File: config.mk
export PLATFORM = sky130hd
export DESIGN_NAME = cascade_timer
export DESIGN_NICKNAME = d
export VERILOG_FILES = /design/src/rtl/tmr_pkg.sv /design/src/rtl/tmr_edge_sync.sv /design/src/rtl/tmr_regs.sv /design/src/rtl/tmr_core.sv /design/src/rtl/tmr_trgo_sel.sv /design/src/rtl/cascade_timer.sv
export SDC_FILE = /design/constraint.sdc
export NUM_CORES = 1
export LEC_CHECK = 0
export ABC_AREA = 0
export BUFFER_PORTS_ARGS = -buffer_cell sky130_fd_sc_hd__buf_4
export CORE_UTILIZATION = 35
export CTS_CLUSTER_SIZE = 28
export DETAILED_ROUTE_END_ITERATION = 6
export SYNTH_ARGS = -nofsm -noshare
export SYNTH_HDL_FRONTEND = slang
export SYNTH_HIERARCHICAL = 1
export SYNTH_SLANG_ARGS = --single-unit
File: constraint.sdc
create_clock -name clk -period 4.9 [get_ports clk]
set_clock_uncertainty 0.2 [all_clocks]
set_input_delay 0.98 -clock clk [delete_from_list [all_inputs] [get_ports clk]]
set_output_delay 0.98 -clock clk [all_outputs]
set_load 0.01 [all_outputs]
File: src/rtl/tmr_pkg.sv
`timescale 1ns/1ps
package tmr_pkg;
   typedef enum logic [2:0] {
      SLV_OFF    = 3'd0,
      SLV_ENC_B  = 3'd1,
      SLV_ENC_A  = 3'd2,
      SLV_ENC_AB = 3'd3,
      SLV_RESET  = 3'd4,
      SLV_GATED  = 3'd5,
      SLV_START  = 3'd6,
      SLV_EXTCLK = 3'd7
   } slv_mode_e;

   typedef enum logic [2:0] {
      MST_SWUPD  = 3'd0,
      MST_ENABLE = 3'd1,
      MST_UPDATE = 3'd2,
      MST_CC1    = 3'd3,
      MST_REF1   = 3'd4,
      MST_REF2   = 3'd5,
      MST_REF3   = 3'd6,
      MST_REF4   = 3'd7
   } mst_mode_e;

   localparam int ADDR_W  = 3;
   localparam int NUM_REF = 4;
   localparam logic [ADDR_W-1:0] A_CTRL  = 3'd0;
   localparam logic [ADDR_W-1:0] A_PSC   = 3'd1;
   localparam logic [ADDR_W-1:0] A_ARR   = 3'd2;
   localparam logic [ADDR_W-1:0] A_CMD   = 3'd3;
   localparam logic [ADDR_W-1:0] A_CMP0  = 3'd4;
   localparam int B_EN  = 0;
   localparam int B_PRE = 1;
   localparam int B_DIR = 2;
   localparam int B_SLV = 4;
   localparam int B_MST = 8;
   localparam int CTRL_MSB = B_MST + 2;
endpackage

File: src/rtl/tmr_edge_sync.sv
`timescale 1ns/1ps
module tmr_edge_sync #(
   parameter int STAGES = 2
) (
   input  logic clk,
   input  logic rst_n,
   input  logic din,
   output logic lvl,
   output logic chg
);
   if (STAGES < 2) begin : g_bad_stages
      $error("tmr_edge_sync: STAGES must be at least 2");
   end

   logic [STAGES:0] sh;

   always_ff @(posedge clk or negedge rst_n) begin
      if (!rst_n) sh <= '0;
      else        sh <= {sh[STAGES-1:0], din};
   end

   assign lvl = sh[STAGES-1];
   assign chg = sh[STAGES-1] ^ sh[STAGES];
endmodule

File: src/rtl/tmr_regs.sv
`timescale 1ns/1ps
module tmr_regs
   import tmr_pkg::*;
#(
   parameter int CNT_W = 16
) (
   input  logic                           clk,
   input  logic                           rst_n,
   input  logic                           wr_en,
   input  logic [ADDR_W-1:0]              wr_addr,
   input  logic [CNT_W-1:0]               wr_data,
   input  logic                           start_set,
   output logic                           en,
   output logic                           pre,
   output logic                           dir_dn,
   output slv_mode_e                      slv,
   output mst_mode_e                      mst,
   output logic [CNT_W-1:0]               psc_reg,
   output logic [CNT_W-1:0]               arr_reg,
   output logic [NUM_REF-1:0][CNT_W-1:0]  cmp_val,
   output logic                           ug
);
   logic wr_ctrl;
   assign wr_ctrl = wr_en && (wr_addr == A_CTRL);
   assign ug      = wr_en && (wr_addr == A_CMD) && wr_data[0];

   always_ff @(posedge clk or negedge rst_n) begin
      if (!rst_n) begin
         en      <= 1'b0;
         pre     <= 1'b0;
         dir_dn  <= 1'b0;
         slv     <= SLV_OFF;
         mst     <= MST_SWUPD;
         psc_reg <= '0;
         arr_reg <= '0;
      end else begin
         if (wr_ctrl) begin
            en     <= wr_data[B_EN];
            pre    <= wr_data[B_PRE];
            dir_dn <= wr_data[B_DIR];
            slv    <= slv_mode_e'(wr_data[B_SLV +: 3]);
            mst    <= mst_mode_e'(wr_data[B_MST +: 3]);
         end
         if (start_set) en <= 1'b1;
         if (wr_en && wr_addr == A_PSC) psc_reg <= wr_data;
         if (wr_en && wr_addr == A_ARR) arr_reg <= wr_data;
      end
   end

   for (genvar i = 0; i < NUM_REF; i++) begin : g_cmp
      localparam logic [ADDR_W-1:0] MY_ADDR = A_CMP0 + ADDR_W'(i);
      always_ff @(posedge clk or negedge rst_n) begin
         if (!rst_n)                           cmp_val[i] <= '0;
         else if (wr_en && wr_addr == MY_ADDR) cmp_val[i] <= wr_data;
      end
   end
endmodule

File: src/rtl/tmr_core.sv
`timescale 1ns/1ps
module tmr_core
   import tmr_pkg::*;
#(
   parameter int CNT_W = 16
) (
   input  logic             clk,
   input  logic             rst_n,
   input  logic             en,
   input  logic             pre,
   input  logic             dir_dn,
   input  slv_mode_e        slv,
   input  logic [CNT_W-1:0] psc_reg,
   input  logic [CNT_W-1:0] arr_reg,
   input  logic [CNT_W-1:0] cmp1,
   input  logic             ug,
   input  logic             trig_lvl,
   input  logic             trig_chg,
   input  logic             a_lvl,
   input  logic             a_chg,
   input  logic             b_lvl,
   input  logic             b_chg,
   output logic [CNT_W-1:0] cnt,
   output logic             ev_upd,
   output logic             ev_rst,
   output logic             ev_cc1
);
   logic [CNT_W-1:0] psc_sh, arr_sh, psc_cnt, arr_act, cnt_nxt;
   logic trig_rise, enc_mode, tick, psc_hit, enc_step, enc_up;
   logic step, up, wrap, reload, upd;

   assign trig_rise = trig_lvl & trig_chg;
   assign enc_mode  = (slv == SLV_ENC_B) || (slv == SLV_ENC_A) || (slv == SLV_ENC_AB);

   // prescaler clock source per slave mode
   always_comb begin
      case (slv)
         SLV_GATED:  tick = en & trig_lvl;
         SLV_EXTCLK: tick = en & trig_rise;
         SLV_ENC_B, SLV_ENC_A, SLV_ENC_AB: tick = 1'b0;
         default:    tick = en;
      endcase
   end

   // quadrature decode: direction from new level versus the other input
   always_comb begin
      enc_step = 1'b0;
      enc_up   = 1'b0;
      case (slv)
         SLV_ENC_B: begin
            enc_step = b_chg;
            enc_up   = (b_lvl == a_lvl);
         end
         SLV_ENC_A: begin
            enc_step = a_chg;
            enc_up   = (a_lvl != b_lvl);
         end
         SLV_ENC_AB: begin
            enc_step = a_chg ^ b_chg;
            enc_up   = a_chg ? (a_lvl != b_lvl) : (b_lvl == a_lvl);
         end
         default: ;
      endcase
   end

   assign psc_hit = (psc_cnt == psc_sh);
   assign step    = enc_mode ? (en & enc_step) : (tick & psc_hit);
   assign up      = enc_mode ? enc_up : ~dir_dn;
   assign reload  = ug | ((slv == SLV_RESET) & trig_rise);
   assign arr_act = pre ? arr_sh : arr_reg;
   assign wrap    = up ? (cnt >= arr_act) : (cnt == '0);
   assign upd     = reload | (step & wrap);

   always_comb begin
      if (reload)      cnt_nxt = dir_dn ? arr_reg : '0;
      else if (!step)  cnt_nxt = cnt;
      else if (up)     cnt_nxt = wrap ? '0 : cnt + 1'b1;
      else             cnt_nxt = wrap ? arr_act : cnt - 1'b1;
   end

   always_ff @(posedge clk or negedge rst_n) begin
      if (!rst_n) begin
         cnt     <= '0;
         psc_cnt <= '0;
         psc_sh  <= '0;
         arr_sh  <= '0;
         ev_upd  <= 1'b0;
         ev_rst  <= 1'b0;
         ev_cc1  <= 1'b0;
      end else begin
         cnt <= cnt_nxt;
         if (reload)    psc_cnt <= '0;
         else if (tick) psc_cnt <= psc_hit ? '0 : psc_cnt + 1'b1;
         if (upd) begin
            psc_sh <= psc_reg;
            arr_sh <= arr_reg;
         end
         ev_upd <= upd;
         ev_rst <= reload;
         ev_cc1 <= step & ~reload & (cnt_nxt == cmp1);
      end
   end
endmodule

File: src/rtl/tmr_trgo_sel.sv
`timescale 1ns/1ps
module tmr_trgo_sel
   import tmr_pkg::*;
(
   input  mst_mode_e          mst,
   input  logic               ev_rst,
   input  logic               en,
   input  logic               ev_upd,
   input  logic               ev_cc1,
   input  logic [NUM_REF-1:0] refs,
   output logic               trgo
);
   logic [2:0] m;
   assign m = mst;

   always_comb begin
      case (mst)
         MST_SWUPD:  trgo = ev_rst;
         MST_ENABLE: trgo = en;
         MST_UPDATE: trgo = ev_upd;
         MST_CC1:    trgo = ev_cc1;
         default:    trgo = refs[m[1:0]];
      endcase
   end
endmodule

File: src/rtl/cascade_timer.sv
`timescale 1ns/1ps
module cascade_timer
   import tmr_pkg::*;
#(
   parameter int CNT_W       = 16,
   parameter int SYNC_STAGES = 2
) (
   input  logic               clk,
   input  logic               rst_n,
   input  logic               wr_en,
   input  logic [2:0]         wr_addr,
   input  logic [CNT_W-1:0]   wr_data,
   input  logic               trig_in,
   input  logic               enc_a,
   input  logic               enc_b,
   output logic               trig_out,
   output logic [3:0]         cmp_ref,
   output logic [CNT_W-1:0]   cnt_o
);
   localparam int NUM_IN = 3;

   if (CNT_W < CTRL_MSB + 1 || CNT_W > 32) begin : g_bad_width
      $error("cascade_timer: CNT_W must lie between 11 and 32");
   end

   logic [NUM_IN-1:0] raw_in, in_lvl, in_chg;
   assign raw_in = {enc_b, enc_a, trig_in};

   for (genvar g = 0; g < NUM_IN; g++) begin : g_sync
      tmr_edge_sync #(.STAGES(SYNC_STAGES)) u_sync (
         .clk  (clk),
         .rst_n(rst_n),
         .din  (raw_in[g]),
         .lvl  (in_lvl[g]),
         .chg  (in_chg[g])
      );
   end

   logic trig_lvl, trig_chg, trig_rise;
   assign trig_lvl  = in_lvl[0];
   assign trig_chg  = in_chg[0];
   assign trig_rise = trig_lvl & trig_chg;

   logic en_q, pre_q, dir_q, ug_pulse, ev_upd_q, ev_rst_q, ev_cc1_q;
   slv_mode_e slv_mode;
   mst_mode_e mst_mode;
   logic [CNT_W-1:0] psc_reg, arr_reg;
   logic [NUM_REF-1:0][CNT_W-1:0] cmp_val;

   tmr_regs #(.CNT_W(CNT_W)) u_regs (
      .clk      (clk),
      .rst_n    (rst_n),
      .wr_en    (wr_en),
      .wr_addr  (wr_addr),
      .wr_data  (wr_data),
      .start_set((slv_mode == SLV_START) & trig_rise),
      .en       (en_q),
      .pre      (pre_q),
      .dir_dn   (dir_q),
      .slv      (slv_mode),
      .mst      (mst_mode),
      .psc_reg  (psc_reg),
      .arr_reg  (arr_reg),
      .cmp_val  (cmp_val),
      .ug       (ug_pulse)
   );

   tmr_core #(.CNT_W(CNT_W)) u_core (
      .clk     (clk),
      .rst_n   (rst_n),
      .en      (en_q),
      .pre     (pre_q),
      .dir_dn  (dir_q),
      .slv     (slv_mode),
      .psc_reg (psc_reg),
      .arr_reg (arr_reg),
      .cmp1    (cmp_val[0]),
      .ug      (ug_pulse),
      .trig_lvl(trig_lvl),
      .trig_chg(trig_chg),
      .a_lvl   (in_lvl[1]),
      .a_chg   (in_chg[1]),
      .b_lvl   (in_lvl[2]),
      .b_chg   (in_chg[2]),
      .cnt     (cnt_o),
      .ev_upd  (ev_upd_q),
      .ev_rst  (ev_rst_q),
      .ev_cc1  (ev_cc1_q)
   );

   for (genvar i = 0; i < NUM_REF; i++) begin : g_ref
      assign cmp_ref[i] = (cnt_o < cmp_val[i]);
   end

   tmr_trgo_sel u_trgo (
      .mst   (mst_mode),
      .ev_rst(ev_rst_q),
      .en    (en_q),
      .ev_upd(ev_upd_q),
      .ev_cc1(ev_cc1_q),
      .refs  (cmp_ref),
      .trgo  (trig_out)
   );
endmodule

==> metrics.csv, run 1 <==
metric,value,unit
crit_fanout,17,
synth_nets,1109,
io_pins,46,
yosysWarnings,6,
cts_tree,done,
final_layout_size_suffix_gt1_share,23.9,%
largest_reg_flops,64,
synth.ff_latch_count,181,
antenna_cells,0,
overflow,0,
synth_top_flop_cell,dfrtp_1,
rows,63,
ant_nets,0,
startpoint_type,register,
path_class,reg2out,
ys_seq_area_share,42.1,%
timing.final.crit_share,97.9,%
max_cap_viol_count,0,
antenna_found_initial,0,
dp_hpwl,20900,um
cts_resized,0,
setup_viol,0,
rsz0062_at_grt,no,
nets,1146,
die_h,177,um
postLayoutCoreUtil,40.6,%
dieArea,31500,um2
wl_per_cell,19.6,um
worstSkewPairLatency,0.43,ns
clock-root-buffer,clkbuf_16,
post_cts_buffers,0,
place_congestion,0.911,
hold_viol,0,
fmax,208,MHz
synthCells,1004,
cellPowerDensity,554,nW/um2
fill_cells,2923,
dr.pass1.iters,6,
postSynth.asyncResetShare,100,%
arrival,3.62,ns
postCtsHoldBufs,0,
clkTransAtPathRegs,0.07,ns
cp.required,3.72,ns
hold_class,reg2reg,
h-tree-depth,4,
synth_edf_count,0,
slew_headroom,19.0,%
drv_slew,0,
cts.path.max_buffers,2,
crit_path_end_kind,primary output,
fin_setup_tns,0,ns
routed_wl,28300,um
drt_iter0_drc,460,
grt_max_degree,109,
grt_pass1_vias,7945,
grt_pass1_wl,45500,um
coreArea,30000,um2
fin_crit,4.80,ns
areaGrowthSynthToFinish,12.8,%
drc_errors,0,
portBuffers,45,
synth_area_per_cell,10.7,um2
ys_types,75,
p_leak,5.61,nW
cts_buffers,17,
vias_per_cell,5.40,
ir_drop,0.000225,V
start_util,35.9,%
syn_area,10800,um2
die_width,177,um
top_register,u_regs/cmp_val,
status,completed,
via_count,7794,
grt_usage,18.9,%
clock-sinks,181,
tightest_slew,1.21,ns
power breakdown:
group          switching, mW  leakage [nW]  internal [mW]  total (mW)
Combinational           1.52          3.11           1.33        2.86
Clock                  0.592         0.292          0.836        1.43
Sequential             0.552          2.21           1.90        2.45
Total                   2.67          5.61           4.07        6.73
path summary, 6_finish.rpt:
kind                            slack, ns                     end  cells after the start                    from
worst min-delay path                 0.15  g_sync[2].u_sync/sh[1]                      0  g_sync[2].u_sync/sh[0]
max in group asynchronous            3.07       u_regs/arr_reg[7]                      2                   rst_n
worst max-delay path                 0.10                trig_out                      8           u_core/cnt[2]
worst min register to register       0.15  g_sync[2].u_sync/sh[1]                      0  g_sync[2].u_sync/sh[0]
worst max register to register       0.51           u_core/ev_cc1                     12              u_regs/pre
min in group asynchronous            0.43      u_regs/cmp_val[38]                      1                   rst_n
metrics by stage:
| step | total power, mW | worst slack (ns) | area, um2 | hold WS, ns | std cells |
|---|---|---|---|---|---|
| CTS | 6.75 | 0.180 | 12100 | 0.150 | 1443 |
| finish | 6.73 | 0.101 | 12100 | 0.149 | 1443 |
| detailed placement | 5.29 | 0.616 | 11500 | 0.135 | 1412 |
| global placement | 5.24 | 0.656 | 11500 | 0.134 | 1412 |
| floorplan | 4.30 | 0.610 | 10800 | 0.131 | 1004 |
| global route | 7.22 | 0.0865 | 12100 | 0.165 | 1443 |
cells in the mapped netlist, drive strengths merged, types with 12 or more instances:
cell | n | area share [%]
mux2i | 20 | 1.9
dfrtp | 181 | 42
clkbuf | 17 | 0.59
nand2 | 74 | 2.6
mux2 | 138 | 14
ha | 80 | 9.3
nand3 | 22 | 1.0
inv | 88 | 3.1
xnor2 | 14 | 1.1
a21oi | 32 | 1.5
buf | 27 | 1.7
o211ai | 12 | 0.93
nor2 | 46 | 1.6
nor3 | 12 | 0.56
o21ai | 37 | 1.9
xor2 | 37 | 3.0
a21o | 12 | 0.84
nand4 | 25 | 1.6
cell families (layout without fill, tap and decap cells):
kind of cell	count (synthesis)	in the layout	share of synthesized area, %
compound gates	158	158	10.3
xor+xnor	51	51	4.15
fa+ha+maj	80	80	9.30
buf+inv	132	181	5.39
flops	181	181	42.1
mux	160	160	16.8
simple gates	242	242	12.0
critical path: stages, from the launching register on:
cell and delay, ns:
dfrtp_1 0.86, ha_1 0.29, o21a_1 0.13, nor2_1 0.05, o311ai_1 0.58, a21oi_1 0.28, mux4_1 0.55, mux2_2 0.30
buf_4 0.15
placed cells by master, fill, tap and decap left out, drive strengths merged, types with 5 or more instances in the layout:
| master | count |
|---|---|
| and2 | 5 |
| mux2i | 20 |
| nor4 | 8 |
| o21a | 5 |
| o22ai | 5 |
| nand2b | 8 |
| nor3 | 12 |
| nand2 | 74 |
| xnor2 | 14 |
| nor2b | 5 |
| and3 | 10 |
| nor2 | 46 |
| a221o | 7 |
| o21ai | 37 |
| clkbuf | 23 |
| nand4 | 25 |
| o211ai | 12 |
| o2111ai | 5 |
| mux2 | 138 |
| a21oi | 32 |
| a21boi | 5 |
| xor2 | 37 |
| dfrtp | 181 |
| nand3 | 22 |
| buf | 61 |
| ha | 80 |
| inv | 92 |
| a21o | 12 |
final cells by class:
type	count	area [um2]	area share, %
Timing Repair Buffer	62	472	3.88
Sequential cell	181	4530	37.3
Inverter	88	330	2.72
Multi-Input combinational cell	691	5720	47.1
Clock buffer	22	464	3.82
Clock inverter	9	141	1.16
Tap cell	390	488	4.02
metal layers:
layer	global-route usage (%)	routed length, um	up-vias
met5	0	0	-
met4	7.87	952	0
met3	3.04	1100	49
met2	29.2	12600	187
met1	26.3	13600	3896
li1	-	-	3662
(Power assumes the default switching activity.)
==> inputs of run 2 (changes only) <==
Settings changed: CORE_UTILIZATION 35 to 50, CTS_BUF_LIST set to sky130_fd_sc_hd__clkbuf_4 sky130_fd_sc_hd__clkbuf_8 sky130_fd_sc_hd__clkbuf_16, PLACE_DENSITY set to 0.67.
==> run 2 against run 1 <==
- register-to-register slack improved by 0.08 ns
- critical endpoint unchanged
- sequential power barely moved
- non-clock buffer count fell by 3
- routed wire length fell by 2.7%
- core utilization rose by 16 points
- highest routed layer unchanged
- global-route usage rose by 7.6 points
- count of clock-buffer cells in the layout did not move
- sequential share of layout area rose by 0.55 points
- cell count fell by 8.1%
- largest cell class unchanged
- hold slack improved by 0.0017 ns
==> metrics.csv, run 2 (synthesis results as in run 1) <==
metric,value,unit,change
status,completed,,
grt_max_degree,96,,-12%
path_class,reg2out,,
slew_headroom,20.9,%,+1.9 points
dr_wl_met2,12100,um,-3.7%
hold_class,reg2reg,,
die_width,149,um,-16%
timing.final.crit_share,95.5,%,-2.4 points
cts_resized,0,,unchanged
fin_setup_tns,0,ns,unchanged
cellPowerDensity,555,nW/um2,+0.15%
h-tree-depth,4,,unchanged
dp_hpwl,20000,um,-4.3%
grt_pass1_wl,44400,um,-2.4%
tightest_slew,1.18,ns,-0.0279 ns
worstSkewPairLatency,0.43,ns,about the same
startpoint_type,register,,
met1Wirelength,13200,um,-2.8%
antenna_cells,0,,unchanged
arrival,3.50,ns,-0.12 ns
min_from,g_sync[0].u_sync/sh[0],,
clkTransAtPathRegs,0.07,ns,about the same
cts.path.max_buffers,2,,unchanged
nets,1143,,-0.26%
cp.required,3.72,ns,about the same
max_cap_viol_count,0,,unchanged
highest_layer,met4,,
ir_drop,0.000287,V,+28%
hold_viol,0,,unchanged
dr.pass1.iters,5,,-1
largest_reg_flops,64,,unchanged
postCtsHoldBufs,0,,unchanged
io_pins,46,,unchanged
start_util,51.1,%,+15 points
fin_cells,1326,,-8.1%
vias_per_cell,5.96,,+10%
routed-wl-met3,1250,um,+13%
antenna_found_initial,0,,unchanged
drv_slew,0,,unchanged
grt_pass1_vias,7878,,-0.84%
hold_slack,0.151,ns,+0.00167 ns
clock-root-buffer,clkbuf_16,,
drt_iter0_drc,665,,+45%
r2r_start,u_regs/pre,,
clock-sinks,181,,unchanged
setup_viol,0,,unchanged
rows,53,,-16%
cts_buffers,17,,unchanged
grt_usage,26.6,%,+7.6 points
place_congestion,0.922,,+1.2%
overflow,0,,unchanged
ant_nets,0,,unchanged
crit_fanout,17,,unchanged
fmax,214,MHz,+2.5%
final_layout_size_suffix_gt1_share,24.1,%,+0.14 points
crit_path_end_kind,primary output,,
layout_common_cells,"181 x dfrtp_1, 138 x mux2_2, 88 x inv_1",,
dpl.cell_count,1294,,-8.4%
p_leak,5.59,nW,-0.43%
fin_crit,4.68,ns,-0.118 ns
areaGrowthSynthToFinish,11.2,%,
wl_per_cell,20.7,um,+5.9%
layout_commonest_cell,dfrtp_1,,
via_count,7898,,+1.3%
dieArea,22100,um2,-30%
portBuffers,45,,unchanged
crit_path_start,u_core/cnt[2],,
top_register,u_regs/cmp_val,,
cts_tree,done,,
routed_wl,27500,um,-2.7%
die_h,149,um,-16%
rsz0062_at_grt,no,,
drc_errors,0,,unchanged
coreArea,21100,um2,-30%
post_cts_buffers,0,,unchanged
[run 2: layer usage]
metal	track usage, %	up-vias
met2	39.7	236
met4	11.7	0
met1	38.2	3940
met5	0	-
li1	-	3673
met3	3.91	49
[run 2: where the power goes]
group / leakage, nW / internal, mW / total (mW) / switching, mW
clock network: 0.274 / 0.747 / 1.33 / 0.585
logic: 3.10 / 1.33 / 2.84 / 1.51
registers: 2.21 / 1.90 / 2.47 / 0.570
total: 5.59 / 3.98 / 6.64 / 2.67
[run 2: cell type report]
cell class,count,area (um2)
clock buffers,22,475
clock inverters,10,96.3
fillers,1826,9120
inverters,88,330
multi-input cells,691,5720
flip-flops and latches,181,4530
well taps,275,344
repair buffers,59,472
[run 2: final timing paths]
path	endpoint	slack (ns)	cells after the start
setup / recovery	trig_out	0.22	8
hold / removal	g_sync[0].u_sync/sh[1]	0.15	0
hold reg to reg	g_sync[0].u_sync/sh[1]	0.15	0
max in group asynchronous	u_core/arr_sh[15]	3.16	2
min in group asynchronous	u_regs/cmp_val[36]	0.41	1
setup reg to reg	u_core/arr_sh[10]	0.59	11
[run 2: critical path: stages, from the launching register on]
cell and delay, ns:
dfrtp_1 0.85, ha_1 0.29, o21a_1 0.13, nor2_1 0.05
o311ai_1 0.56, a21oi_1 0.24, mux4_1 0.54, mux2_2 0.27
buf_4 0.14
[run 2: metrics by stage]
step                      power, mW  util (%)  area, um2  worst slack (ns)
after floorplan                4.30         -      10800             0.610
after global placement         5.24      54.1      11400             0.716
after detailed placement       5.29      54.1      11400             0.652
after CTS                      6.64      56.8      12000             0.237
after global routing           7.12      56.8      12000           0.00560
final                          6.64      56.8      12000             0.219
==> inputs of run 3 (changes only) <==
Settings changed: CORE_UTILIZATION 50 to 63, PLACE_DENSITY 0.67 to 0.81.
==> run 3 against run 2 <==
- hold slack got worse by 0.00079 ns
- total power rose by 1.3%
- cell count down 4.4%
- register-to-register slack improved by 0.11 ns
- routed wire length fell by 1.6%
- critical endpoint unchanged
==> metrics.csv, run 3 (synthesis results as in run 1) <==
metric,value,unit,change
largest_reg_flops,64,,unchanged
overflow,0,,unchanged
worst_slack,0.177,ns,-0.0420 ns
cts_buffers,17,,unchanged
crit_fanout,17,,unchanged
portBuffers,45,,unchanged
grt_max_degree,84,,-13%
regArea,4530,um2,unchanged
fill_cells,1220,,-33%
cp_slowest_cell,dfrtp_1,,
coreArea,16600,um2,-21%
min_from,g_sync[1].u_sync/sh[0],,
slew_headroom,15.3,%,-5.6 points
clock-root-buffer,clkbuf_16,,
cts_resized,0,,unchanged
cp_slowest_stage_delay,0.83,ns,-0.02 ns
place_ws,0.696,ns,+0.0447 ns
r2r_start,u_core/cnt[0],,
drv_slew,0,,unchanged
vias_per_cell,6.39,,+7.3%
hold_viol,0,,unchanged
fin_crit,4.72,ns,+0.0420 ns
ant_nets,0,,unchanged
layout_common_cells,"181 x dfrtp_1, 138 x mux2_2, 88 x inv_1",,
dr.pass1.iters,6,,+1
worst_r2r_endpoint,u_core/ev_cc1,,
ir_drop,0.000308,V,+7.3%
fmax,212,MHz,-0.89%
die_width,133,um,-11%
worstSkewPairLatency,0.44,ns,about the same
clock-sinks,181,,unchanged
hold_class,reg2reg,,
grt_usage,32.5,%,+6.0 points
areaGrowthSynthToFinish,10.6,%,
r2r_cells,11,,unchanged
place_congestion,0.965,,+4.7%
top_register,u_regs/cmp_val,,
rsz0062_at_grt,no,,
whs_path_depth,0,,unchanged
postPlaceCellArea,11300,um2,-0.80%
antenna_cells,0,,unchanged
rows,47,,-11%
status,completed,,
rrSetupSlack,0.70,ns,+0.11 ns
setup_viol,0,,unchanged
postCtsHoldBufs,0,,unchanged
io_pins,46,,unchanged
antenna_found_initial,0,,unchanged
dieArea,17600,um2,-20%
grt_pass1_vias,8031,,+1.9%
arrival,3.54,ns,+0.04 ns
drt_iter0_drc,785,,+18%
path_cells,"ha_1, o21a_1, nor2_1, o311ai_1, a21oi_1, mux4_1, mux2_2, buf_4",,
via_count,8105,,+2.6%
die_h,133,um,-11%
grt_pass1_wl,43900,um,-1.1%
routed_wl,27100,um,-1.6%
multiInputGateArea,5720,um2,unchanged
cts_tree,done,,
nets,1140,,-0.26%
path_class,reg2out,,
final_layout_size_suffix_gt1_share,23.9,%,-0.22 points
whs_endpoint,g_sync[1].u_sync/sh[1],,
layout_commonest_cell,dfrtp_1,,
wl_per_cell,21.3,um,+2.9%
cp.required,3.72,ns,about the same
tightest_slew,1.27,ns,+0.0831 ns
dp_hpwl,19400,um,-2.8%
post_cts_buffers,0,,unchanged
crit_path_end_kind,primary output,,
max_cap_viol_count,0,,unchanged
cts.path.max_buffers,2,,unchanged
h-tree-depth,4,,unchanged
cellPowerDensity,565,nW/um2,+1.8%
fin_setup_tns,0,ns,unchanged
startpoint_type,register,,
timing.final.crit_share,96.4,%,+0.86 points
start_util,64.7,%,+14 points
finalInstanceArea,11900,um2,-0.52%
drc_errors,0,,unchanged
p_leak,5.59,nW,about the same
clkTransAtPathRegs,0.07,ns,about the same
==> run 3: cell types whose count changed in the layout (fill, tap and decap cells not counted) <==
cell | previous run | this run
buf_4 | 56 | 53
clkbuf_4 | 3 | 1
clkinvlp_4 | 4 | 2
bufinv_16 | 1 | 2
clkinv_4 | 0 | 1
inv_6 | 3 | 4
inv_8 | 0 | 1
==> run 3: routing by layer <==
layer	share of wire [%]	track usage (%)	vias up	wire, um
met1	45	46.7	4068	12200
met2	45	48.3	311	12100
met5	0	0	-	0
met3	6.1	5.25	66	1660
met4	3.9	15.2	0	1060
li1	-	-	3660	-
==> run 3: cell type report <==
class | instances | share of cell area [%]
clock buffers | 20 | 3.87
flip-flops and latches | 181 | 38.0
multi-input cells | 691 | 48.1
clock inverters | 12 | 1.18
inverters | 88 | 2.77
well taps | 220 | 2.31
repair buffers | 56 | 3.77
==> run 3: worst max-delay path by stage <==
stage	startpoint	to	slack, ns	cells after the start
global placement	u_core/cnt[2]	trig_out	0.72	8
global route	u_core/cnt[2]	trig_out	0.11	8
detailed placement	u_core/cnt[2]	trig_out	0.70	8
floorplan	u_regs/pre	u_core/arr_sh[0]	0.61	14
finish	u_core/cnt[2]	trig_out	0.18	8
CTS	u_core/cnt[2]	trig_out	0.18	8
==> run 3: where the power goes <==
| part | switching [mW] | internal [mW] |
|---|---|---|
| logic | 1.49 | 1.33 |
| clock network | 0.602 | 0.793 |
| registers | 0.620 | 1.90 |
| total | 2.71 | 4.02 |
==> run 3: metrics by stage <==
step / hold WS (ns) / power [mW] / std cells / utilization [%]
global route: 0.157 / 7.15 / 1268 / 71.6
CTS: 0.150 / 6.69 / 1268 / 71.6
finish: 0.150 / 6.73 / 1268 / 71.6
detailed placement: 0.135 / 5.27 / 1236 / 67.9
floorplan: 0.131 / 4.30 / 1004 / -
global placement: 0.137 / 5.16 / 1236 / 67.9
==> run 3: worst max-delay path, delay by kind of cell (launching register included) <==
| family | cells | cell delay (ns) |
|---|---|---|
| flops | 1 | 0.83 |
| compound gates | 3 | 0.96 |
| fa+ha+maj | 1 | 0.31 |
| mux | 2 | 0.82 |
| simple gates | 1 | 0.05 |
| buf+inv | 1 | 0.15 |
